==> config.mk <==
export PLATFORM = sky130hd
export DESIGN_NAME = nand_ecc256_gen
export DESIGN_NICKNAME = d
export VERILOG_FILES = /design/src/rtl/nand_ecc_pkg.sv /design/src/rtl/nand_ecc_dec.sv /design/src/rtl/nand_ecc_line.sv /design/src/rtl/nand_ecc_col.sv /design/src/rtl/nand_ecc256_gen.sv
export SDC_FILE = /design/constraint.sdc
export NUM_CORES = 1
export LEC_CHECK = 0
export BUFFER_PORTS_ARGS = -buffer_cell sky130_fd_sc_hd__buf_2
export CORE_AREA = 5 5 110 60
export CTS_CLUSTER_DIAMETER = 80
export DETAILED_ROUTE_END_ITERATION = 8
export DIE_AREA = 0 0 115 65
export PLACE_DENSITY = 0.76
export SYNTH_ARGS = -nofsm -noshare
export SYNTH_HDL_FRONTEND = slang
export SYNTH_HIERARCHICAL = 1
export SYNTH_SLANG_ARGS = --single-unit
==> constraint.sdc <==
create_clock -name clk -period 1.9 [get_ports clk]
set_clock_uncertainty 0.1 [all_clocks]
set_input_delay 0.095 -clock clk [delete_from_list [all_inputs] [get_ports clk]]
set_output_delay 0.095 -clock clk [all_outputs]
set_load 0.02 [all_outputs]
==> src/rtl/nand_ecc_pkg.sv <==
package nand_ecc_pkg;

  // Column parity: for each of the three bit-position address bits k,
  // bit 2k+1 covers positions with bit k set, bit 2k those with it clear.
  function automatic logic [5:0] col_par6(input logic [7:0] x);
    logic [5:0] cp;
    cp = '0;
    for (int k = 0; k < 3; k++) begin
      for (int b = 0; b < 8; b++) begin
        if (((b >> k) & 1) == 1) cp[2*k+1] = cp[2*k+1] ^ x[b];
        else                     cp[2*k]   = cp[2*k]   ^ x[b];
      end
    end
    return cp;
  endfunction

  typedef struct packed {
    logic inv;
    logic en;
  } ecc_ctl_t;

endpackage

==> src/rtl/nand_ecc_dec.sv <==
module nand_ecc_dec #(
  parameter int ADDR_W    = 12,
  parameter int WIN_BYTES = 2048,
  parameter int WORD_ADDR = 'h810,
  parameter int CTL_ADDR  = 'h814
) (
  input  logic              valid,
  input  logic              write,
  input  logic [ADDR_W-1:0] addr,
  output logic              win_hit,
  output logic              ctl_wr,
  output logic              sel_word,
  output logic              sel_ctl
);
  localparam logic [ADDR_W-1:0] WinLimit = ADDR_W'(WIN_BYTES);
  localparam logic [ADDR_W-1:0] WordA    = ADDR_W'(WORD_ADDR);
  localparam logic [ADDR_W-1:0] CtlA     = ADDR_W'(CTL_ADDR);

  always_comb begin
    win_hit  = valid && (addr < WinLimit);
    sel_word = (addr == WordA);
    sel_ctl  = (addr == CtlA);
    ctl_wr   = valid && write && sel_ctl;
  end
endmodule

==> src/rtl/nand_ecc_line.sv <==
module nand_ecc_line #(
  parameter int BLOCK_BYTES = 256
) (
  input  logic                           clk,
  input  logic                           rst_n,
  input  logic                           go,
  input  logic                           clr,
  input  logic [7:0]                     data,
  output logic [2*$clog2(BLOCK_BYTES)-1:0] lp_o,
  output logic                           full_o
);
  localparam int IDX_W = $clog2(BLOCK_BYTES);
  localparam int LP_W  = 2 * IDX_W;
  localparam int CNT_W = IDX_W + 1;
  localparam logic [CNT_W-1:0] CntMax = CNT_W'(BLOCK_BYTES);

  logic [LP_W-1:0]  lp_q, lp_d;
  logic [CNT_W-1:0] cnt_q, cnt_d;
  logic [IDX_W-1:0] idx;
  logic             bpar;
  logic             upd_en;

  assign idx    = cnt_q[IDX_W-1:0];
  assign bpar   = ^data;
  assign full_o = (cnt_q == CntMax);
  assign lp_o   = lp_q;
  assign upd_en = clr | go;

  always_comb begin
    lp_d  = lp_q;
    cnt_d = cnt_q;
    if (clr) begin
      lp_d  = '0;
      cnt_d = '0;
    end else if (go) begin
      cnt_d = cnt_q + 1'b1;
      for (int k = 0; k < IDX_W; k++) begin
        if (idx[k]) lp_d[2*k+1] = lp_q[2*k+1] ^ bpar;
        else        lp_d[2*k]   = lp_q[2*k]   ^ bpar;
      end
    end
  end

  always_ff @(posedge clk or negedge rst_n) begin
    if (!rst_n) begin
      lp_q  <= '0;
      cnt_q <= '0;
    end else if (upd_en) begin
      lp_q  <= lp_d;
      cnt_q <= cnt_d;
    end
  end

  // the index counter never runs past one block
  p_cnt_bound_r10: assert property (@(posedge clk) disable iff (!rst_n)
    cnt_q <= CntMax);
  // the caller never offers a byte once the block is complete
  p_go_not_full_r10: assert property (@(posedge clk) disable iff (!rst_n)
    go |-> !full_o);
  // a complete block stays complete until cleared
  p_full_sticky_r10: assert property (@(posedge clk) disable iff (!rst_n)
    (full_o && !clr) |=> full_o);
endmodule

==> src/rtl/nand_ecc_col.sv <==
module nand_ecc_col
  import nand_ecc_pkg::*;
(
  input  logic       clk,
  input  logic       rst_n,
  input  logic       go,
  input  logic       clr,
  input  logic [7:0] data,
  output logic [5:0] cp_o
);
  logic [7:0] colx_q, colx_d;
  logic       upd_en;

  assign upd_en = clr | go;

  always_comb begin
    colx_d = colx_q;
    if (clr)     colx_d = '0;
    else if (go) colx_d = colx_q ^ data;
  end

  always_ff @(posedge clk or negedge rst_n) begin
    if (!rst_n)      colx_q <= '0;
    else if (upd_en) colx_q <= colx_d;
  end

  assign cp_o = col_par6(colx_q);

  // without an accepted byte or a clear the column state holds
  p_col_hold_r3: assert property (@(posedge clk) disable iff (!rst_n)
    (!go && !clr) |=> $stable(colx_q));
endmodule

==> src/rtl/nand_ecc256_gen.sv <==
module nand_ecc256_gen
  import nand_ecc_pkg::*;
#(
  parameter int ADDR_W      = 12,
  parameter int WIN_BYTES   = 2048,
  parameter int WORD_ADDR   = 'h810,
  parameter int CTL_ADDR    = 'h814,
  parameter int BLOCK_BYTES = 256
) (
  input  logic              clk,
  input  logic              rst_n,
  input  logic              bus_valid,
  input  logic              bus_write,
  input  logic [ADDR_W-1:0] bus_addr,
  input  logic [7:0]        bus_wdata,
  input  logic [7:0]        flash_byte,
  input  logic [7:0]        stat_byte,
  output logic [31:0]       rd_data
);
  localparam int IDX_W = $clog2(BLOCK_BYTES);
  localparam int LP_W  = 2 * IDX_W;

  // reset: asserted asynchronously, released on the clock
  logic [1:0] rsync_q;
  logic       rst_n_s;
  always_ff @(posedge clk or negedge rst_n) begin
    if (!rst_n) rsync_q <= 2'b00;
    else        rsync_q <= {rsync_q[0], 1'b1};
  end
  assign rst_n_s = rsync_q[1];

  logic win_hit, ctl_wr, sel_word, sel_ctl;

  nand_ecc_dec #(
    .ADDR_W(ADDR_W), .WIN_BYTES(WIN_BYTES),
    .WORD_ADDR(WORD_ADDR), .CTL_ADDR(CTL_ADDR)
  ) u_dec (
    .valid(bus_valid), .write(bus_write), .addr(bus_addr),
    .win_hit(win_hit), .ctl_wr(ctl_wr), .sel_word(sel_word), .sel_ctl(sel_ctl)
  );

  // control register: enable and inversion stored, clear is a pulse
  ecc_ctl_t ctl_q, ctl_d;
  logic     clr;

  assign clr = ctl_wr & bus_wdata[1];

  always_comb begin
    ctl_d = ctl_q;
    if (ctl_wr) begin
      ctl_d.en  = bus_wdata[0];
      ctl_d.inv = bus_wdata[2];
    end
  end

  always_ff @(posedge clk or negedge rst_n_s) begin
    if (!rst_n_s)    ctl_q <= '0;
    else if (ctl_wr) ctl_q <= ctl_d;
  end

  logic            full, go;
  logic [7:0]      acc_byte;
  logic [LP_W-1:0] lp;
  logic [5:0]      cp;

  assign acc_byte = bus_write ? bus_wdata : flash_byte;
  assign go       = win_hit & ctl_q.en & ~full;

  nand_ecc_line #(.BLOCK_BYTES(BLOCK_BYTES)) u_line (
    .clk(clk), .rst_n(rst_n_s), .go(go), .clr(clr),
    .data(acc_byte), .lp_o(lp), .full_o(full)
  );

  nand_ecc_col u_col (
    .clk(clk), .rst_n(rst_n_s), .go(go), .clr(clr),
    .data(acc_byte), .cp_o(cp)
  );

  // readback packing
  logic [15:0] lp16;
  logic [7:0]  lsb_b, msb_b, col_b;

  always_comb begin
    lp16  = 16'(lp);
    lsb_b = ctl_q.inv ? ~lp16[7:0]  : lp16[7:0];
    msb_b = ctl_q.inv ? ~lp16[15:8] : lp16[15:8];
    col_b = {(ctl_q.inv ? ~cp : cp), 2'b11};
    if (sel_word)     rd_data = {col_b, msb_b, lsb_b, stat_byte};
    else if (sel_ctl) rd_data = {29'd0, ctl_q.inv, 1'b0, ctl_q.en};
    else              rd_data = '0;
  end

  // a clear write leaves zero parities after the edge
  p_clear_zero_r7: assert property (@(posedge clk) disable iff (!rst_n_s)
    clr |=> (lp == '0) && (cp == '0));
  // with enable off, window traffic leaves the parities untouched
  p_disabled_hold_r2: assert property (@(posedge clk) disable iff (!rst_n_s)
    (!ctl_q.en && !clr) |=> $stable(lp) && $stable(cp));
  // accesses outside the window leave the row parity untouched
  p_offwin_hold_r3: assert property (@(posedge clk) disable iff (!rst_n_s)
    (!win_hit && !clr) |=> $stable(lp));
  // a complete block ignores further bytes
  p_full_hold_r10: assert property (@(posedge clk) disable iff (!rst_n_s)
    (full && !clr) |=> $stable(lp) && $stable(cp));
endmodule

Yosys cells after proc, flatten, opt, wreduce, memory -nomap -nowiden
Index checks and enable logic that the tools add are counted.
{ "word_totals": {"elab_cells": 134, "out_inout_bits": 32, "in_bits": 40, "ff_bits": 37} }
{ "classes": {"reduce_logical": 30, "addsub": 1, "magnitude_cmp": 1, "eq_ne": 11, "mux": 28, "bitwise": 42} }
{ "ops": {"columns": ["op", "count"], "rows": [
  ["3-bit AND reduction", 16],
  ["8-bit two-way mux", 5],
  ["1-bit XOR", 33],
  ["16-bit two-way mux", 2],
  ["32-bit two-way mux", 1],
  ["12-bit equality test, second input constant", 2],
  ["9-bit two-way mux", 2],
  ["2-bit nonzero test", 9],
  ["1-bit two-way mux", 16],
  ["2-bit by 1-bit != test with 1-bit output, second input constant", 8],
  ["8-bit NOT", 2],
  ["12-bit < comparator, second input constant", 1],
  ["9-bit by 1-bit adder with 9-bit output, second input constant", 1],
  ["9-bit equality test, second input constant", 1],
  ["8-bit XOR reduction", 1],
  ["8-bit XOR", 1],
  ["6-bit two-way mux", 1],
  ["6-bit NOT", 1],
  ["1-bit AND", 3],
  ["1-bit logical AND", 3],
  ["3-bit two-way mux", 1],
  ["2-bit AND reduction", 1],
  ["1-bit NOT", 1],
  ["1-bit OR", 1]
]} }

Depth between registers and ports, before layout
{ "logic_depth": {"ltp_word": 6, "depth_mapped": 10, "depth_no_buf": 9} }

Hierarchy
Netlist, hierarchy kept.
{ "modules_own_cells": {"columns": ["mod", "seq_area_each_um2", "n_inst", "area_each_um2", "cells_per_inst"], "rows": [
  ["nand_ecc_line", 625.6, 1, 1270.0, 140],
  ["nand_ecc256_gen", 100.1, 1, 705.7, 83],
  ["nand_ecc_col", 200.2, 1, 530.5, 49],
  ["nand_ecc_dec", 0.0, 1, 58.8, 9]
]} }

Least setup slack after synthesis
OpenSTA, ideal clock, no wires.
{ "synth_timing": {"path_type": "flip-flop to flip-flop", "from": "reg u_line.cnt_q[0]", "to": "reg u_line.lp_q[1], in the netlist u_line/lp_o[1]", "synth_period_minus_slack_ps": 2078, "required_time_ps": 1722, "setup_ps": 78, "n_path_buf": 2, "stages_incl_launch_ff": 11, "t_arrival_ps": 1900, "path_slack_ps": -178, "path_cell_list": "dfrtp_1 inv_1 ha_1 nand2_1 nor4_1 nor2_1 buf_2 buf_1 nand2_1 or3_1 a21oi_1"} }
{ "synth_via": {"elab_chain_cells": 5, "word_cells_on_any_way": 7, "classes_between": "1 x eq/ne; 3 x bitwise; 3 x reduce/logical"} }
{ "synth_lines": {"columns": ["item", "line", "rtl"], "rows": [
  ["from (decl)", "nand_ecc_line.sv:18", "logic [CNT_W-1:0] cnt_q, cnt_d;"],
  ["from (signal assigned)", "nand_ecc_line.sv:50", "cnt_q <= cnt_d;"],
  ["9-bit equality test *", "nand_ecc_line.sv:25", "assign full_o = (cnt_q == CntMax);"],
  ["net full", "nand_ecc256_gen.sv:61", "logic full, go;"],
  ["1-bit NOT *", "nand_ecc256_gen.sv:67", "assign go = win_hit & ctl_q.en & ~full;"],
  ["1-bit AND *", "nand_ecc256_gen.sv:67", null],
  ["net go", "nand_ecc256_gen.sv:61", null],
  ["2-bit nonzero test (no source line) / 1-bit OR (equally long branches)", null, null],
  ["3-bit AND reduction (no source line) *", null, null],
  ["to (signal assigned)", "nand_ecc_line.sv:49", "lp_q <= lp_d;"],
  ["to (decl)", "nand_ecc_line.sv:17", "logic [LP_W-1:0] lp_q, lp_d;"]
]} }
The timed path passes the listed nets; every way through them passes the cells marked *.
A chain may end at the register's enable or synchronous reset.

Worst setup path in the final report
{ "layout_timing": {"from": "reg u_line.cnt_q[5]", "to": "reg u_line.cnt_q[8]"} }
{ "layout_via": {"elab_chain_cells": 5, "word_cells_on_any_way": 9, "classes_between": "1 x add/sub; 1 x eq/ne; 2 x mux; 3 x bitwise; 2 x reduce/logical"} }
{ "layout_lines": {"columns": ["item", "line"], "rows": [
  ["9-bit equality test *", "nand_ecc_line.sv:25"],
  ["net full", "nand_ecc256_gen.sv:61"],
  ["1-bit NOT *", "nand_ecc256_gen.sv:67"],
  ["1-bit AND *", "nand_ecc256_gen.sv:67"],
  ["net go", "nand_ecc256_gen.sv:61"],
  ["2-bit nonzero test (no source line) / 1-bit OR (equally long branches)", null],
  ["2-bit AND reduction (no source line) *", null]
]} }
The timed path passes the listed nets; every way through them passes the cells marked *. The select of a mux whose other input is x is not followed.

==> metrics.txt <==
# TYPE chip_impl_metric gauge
chip_impl_info{name="status",value="complete, but fails checks"} 1
chip_impl_info{name="failing_checks",value="negative setup slack"} 1
chip_impl_info{name="timing.critical_path.to_type",value="flip-flop"} 1
chip_impl_metric{name="cp_num_buf_inv",unit=""} 0
chip_impl_info{name="slowest_cell_on_the_critical_path",value="or4_4"} 1
chip_impl_metric{name="fillers",unit=""} 464
chip_impl_metric{name="clock_insertion_delay_worst_skew",unit="ns"} 0.30
chip_impl_metric{name="pwr_density_cell",unit="nW/um^2"} 513
chip_impl_metric{name="ys_ff_latch",unit=""} 37
chip_impl_metric{name="synth.cell_area",unit="um^2"} 2560
chip_impl_metric{name="vias",unit=""} 2347
chip_impl_metric{name="fp.dieArea",unit="um^2"} 7480
chip_impl_info{name="clockRootBuffer",value="clkbuf_8"} 1
chip_impl_metric{name="routed_wl",unit="mm"} 6.81
chip_impl_metric{name="cts_buffers",unit=""} 5
chip_impl_info{name="critPathTopFamily",value="simple AND/OR/NAND/NOR gates"} 1
chip_impl_metric{name="fp.dieW",unit="um"} 115
chip_impl_metric{name="comb_power_share",unit=""} 0.186
chip_impl_metric{name="data_arrival_time_of_the_critical_path",unit="ns"} 2.04
chip_impl_metric{name="power.switching_fraction",unit=""} 0.275
chip_impl_metric{name="num_rows",unit=""} 20
chip_impl_metric{name="place.gp.congestion",unit=""} 0.804
chip_impl_info{name="worst_path_class_setup",value="flip-flop to flip-flop"} 1
chip_impl_metric{name="post_synth_xor_area_fraction",unit=""} 0.167
chip_impl_metric{name="synth_sequential_area_ratio",unit=""} 0.361
chip_impl_metric{name="grt_max_degree",unit=""} 36
chip_impl_metric{name="cpPeakStageDelay",unit="ns"} 0.57
chip_impl_metric{name="crit_required",unit="ns"} 1.99
chip_impl_metric{name="stdcell_area",unit="um^2"} 3600
chip_impl_metric{name="grt_util_met1",unit=""} 0.245
chip_impl_metric{name="worst_ir_drop_vdd",unit="mV"} 0.445
chip_impl_metric{name="worst-r2r-setup-slack",unit="ns"} -0.05
chip_impl_metric{name="met2_usage",unit=""} 0.245
chip_impl_metric{name="synth_async_sr_flop_share",unit=""} 1.00
chip_impl_metric{name="placed_cell_area",unit="um^2"} 3150
chip_impl_metric{name="report.final.setup_viol",unit=""} 13
chip_impl_metric{name="final_worst_path_period_need",unit="ns"} 1.95
chip_impl_metric{name="finalHoldViolations",unit=""} 0
chip_impl_metric{name="clkSinkCount",unit=""} 37
chip_impl_metric{name="post_synth_top_area_share",unit=""} 0.361
chip_impl_metric{name="ios",unit=""} 72
chip_impl_metric{name="avgRoutedWirePerCell",unit="um"} 15.0
chip_impl_metric{name="yosysWarningCount",unit=""} 6
chip_impl_metric{name="timing.final.ws_setup",unit="ns"} -0.0467
chip_impl_metric{name="route.antenna.remaining_nets",unit=""} 0
chip_impl_metric{name="internal_power",unit="W"} 0.00134
chip_impl_metric{name="total_leakage_power",unit="nW"} 1.77
chip_impl_metric{name="whs",unit="ns"} 0.177
chip_impl_metric{name="power_switching",unit="W"} 0.000508
chip_impl_info{name="grt_setup_unrepaired",value="yes"} 1
chip_impl_metric{name="synth_adder_area_share",unit=""} 0.00976
chip_impl_metric{name="initial_utilization",unit=""} 0.450
chip_impl_metric{name="share_seq_of_total_power",unit=""} 0.433
chip_impl_metric{name="finalMaxSlewViolations",unit=""} 0
chip_impl_metric{name="synth_cell_types",unit=""} 33
chip_impl_metric{name="port_buffers",unit=""} 71
chip_impl_metric{name="nNetsFinal",unit=""} 419
chip_impl_metric{name="drc",unit=""} 0
chip_impl_metric{name="clk_path_buf_depth",unit=""} 2
chip_impl_info{name="cp-start-kind",value="flip-flop"} 1
chip_impl_info{name="synth_top_area_cell",value="dfrtp_1"} 1
chip_impl_metric{name="critical_path_peak_fanout",unit=""} 6
chip_impl_metric{name="viasPerCell",unit=""} 5.16
chip_impl_metric{name="drt_first_iter_violations",unit=""} 125
chip_impl_info{name="ys.flop_type",value="dfrtp_1"} 1
chip_impl_metric{name="die_h",unit="um"} 65
chip_impl_metric{name="number_of_antenna_violations_at_the_first_check_in_global_routing",unit=""} 0
chip_impl_metric{name="dpl.hpwl",unit="mm"} 4.70
chip_impl_metric{name="antenna_cells",unit=""} 0
chip_impl_info{name="min_path_type",value="flip-flop to asynchronous set/reset pin"} 1
chip_impl_metric{name="flow.area_growth_from_synthesis",unit="%"} 40.3
chip_impl_metric{name="grt_pass1_vias",unit=""} 2073
chip_impl_metric{name="yosys.area_share.simple",unit=""} 0.233
chip_impl_info{name="netlist_top_cells_count",value="dfrtp_1, xor2_1, and2_1"} 1
chip_impl_info{name="synth_top_family_by_area",value="simple AND/OR/NAND/NOR gates"} 1
chip_impl_metric{name="synth_compound_gate_area_share",unit=""} 0.123
chip_impl_metric{name="fmax",unit="GHz"} 0.514
chip_impl_info{name="crit_chain",value="or4_4 -> nor4_4 -> nor2_4 -> and3_4 -> nand4_1 -> xor2_1 -> nor2_1"} 1
chip_impl_metric{name="grt.overflow.total",unit=""} 0
chip_impl_info{name="synthMostInstantiatedCell",value="dfrtp_1"} 1
chip_impl_metric{name="setup-tns-final",unit="ns"} -0.225
chip_impl_metric{name="clock_power_share",unit=""} 0.381
chip_impl_info{name="cts_tree",value="yes"} 1
chip_impl_metric{name="detailedRoute.firstPassIterationCount",unit=""} 4
chip_impl_metric{name="syn-instance-count",unit=""} 281
chip_impl_metric{name="synthesis.nets",unit=""} 323
chip_impl_metric{name="synth-edff-count",unit=""} 0
chip_impl_info{name="busiest_layer",value="met2"} 1
chip_impl_metric{name="grt_usage",unit=""} 0.170
chip_impl_metric{name="core",unit="um^2"} 5710
chip_impl_metric{name="post_route_cells_drive_above_1_share",unit=""} 0.426
chip_impl_metric{name="post_synth_mux_area_share",unit=""} 0.0478
chip_impl_info{name="netlist_top_cells_area",value="dfrtp_1, xor2_1, and2_1"} 1
chip_impl_metric{name="finalCritPeriodShare",unit=""} 1.02
chip_impl_metric{name="post_synth.cell_area_avg",unit="um^2"} 9.13
chip_impl_metric{name="clk_pin_slew",unit="ns"} 0.08
chip_impl_metric{name="total_of_max_cap_violations",unit=""} 0
chip_impl_metric{name="first_pass_grt_wire_length",unit="mm"} 9.87
chip_impl_metric{name="maximum_level_of_the_cts_h_tree",unit=""} 2
chip_impl_metric{name="grt_util_met3",unit=""} 0.0420
metal layers:
metal,vias to the layer above,share of wire
li1,1139,-
met1,1106,0.46
met2,96,0.42
met3,6,0.11
met4,0,0.0073
met5,-,0
state kept, by name (all words and copies together), names as in the netlist:
name	cells
u_col/colx_q	8
u_line/lp_o	16
rsync_q	2
u_line/cnt_q	9
ctl_q	2
layout by cell type (no fill, tap or decap), types with 7 or more instances in the layout:
cell type / synthesis / layout
a21oi_1: 27 / 26
buf_4: 2 / 37
nand2_1: 21 / 14
o21ai_0: 20 / 11
and2_1: 29 / 28
o21ai_1: 0 / 7
mux2_2: 10 / 10
buf_2: 2 / 56
xor2_1: 31 / 29
dfrtp_1: 37 / 32
nand3b_1: 8 / 8
xnor2_1: 16 / 14
or3_1: 19 / 19
power groups by stage:
stage               Sequential, W  Clock (W)  Combinational (W)
detailed placement       0.000814          0           0.000325
finish                   0.000799   0.000704           0.000344
global placement         0.000814          0           0.000312
global route             0.000801   0.000761           0.000375
floorplan                0.000823          0           0.000170
CTS                      0.000799   0.000721           0.000331
timing repair:
item	4_1_cts	5_1_grt
endpoints found under the hold margin	4	0
setup buffers	0	4
setup endpoints to repair	32	57
hold buffers	4	0
cloned	0	5
gates resized for setup	6	56
pin swaps	5	24
area by class of cell:
cell class | count | area (um^2) | area share
Timing Repair Buffer | 109 | 805 | 0.224
Sequential cell | 37 | 932 | 0.259
Tap cell | 77 | 96.3 | 0.0268
Clock inverter | 3 | 46.3 | 0.0129
Inverter | 3 | 11.3 | 0.00313
Clock buffer | 5 | 68.8 | 0.0191
Multi-Input combinational cell | 221 | 1640 | 0.455
cell families (layout without fill, tap and decap cells):
group / count (synthesis) / count (layout)
flops: 37 / 37
compound gates: 55 / 55
simple gates: 104 / 104
xor+xnor: 48 / 48
other cells: 1 / 1
fa+ha+maj: 2 / 2
buf+inv: 23 / 120
mux: 11 / 11
worst register-to-register path, delay by kind of cell (launching register included):
kind | cells | cell delay [ns]
AND/OR/NAND/NOR | 6 | 1.19
flip-flops | 1 | 0.39
XOR/XNOR | 1 | 0.16
stage by stage:
stage	total power [W]	instances	setup slack, ns	util
CTS	0.00185	446	-0.0485	0.586
detailed placement	0.00114	434	-0.198	0.553
floorplan	0.000993	281	-0.115	-
global route	0.00194	455	-0.119	0.631
global placement	0.00113	434	-0.153	0.553
finish	0.00185	455	-0.0467	0.631
worst paths after layout:
path / startpoint / to / cells past startpoint
max: u_line/cnt_q[5] / u_line/cnt_q[8] / 7
min: rsync_q[1] / u_line/cnt_q[6] / 1
max reg2reg: u_line/cnt_q[5] / u_line/cnt_q[8] / 7
min reg2reg: rsync_q[1] / u_line/cnt_q[6] / 1
max in group asynchronous: rst_n / rsync_q[1] / 3
min in group clk: flash_byte[2] / u_col/colx_q[2] / 5
Power figures use the tool's default switching activity.
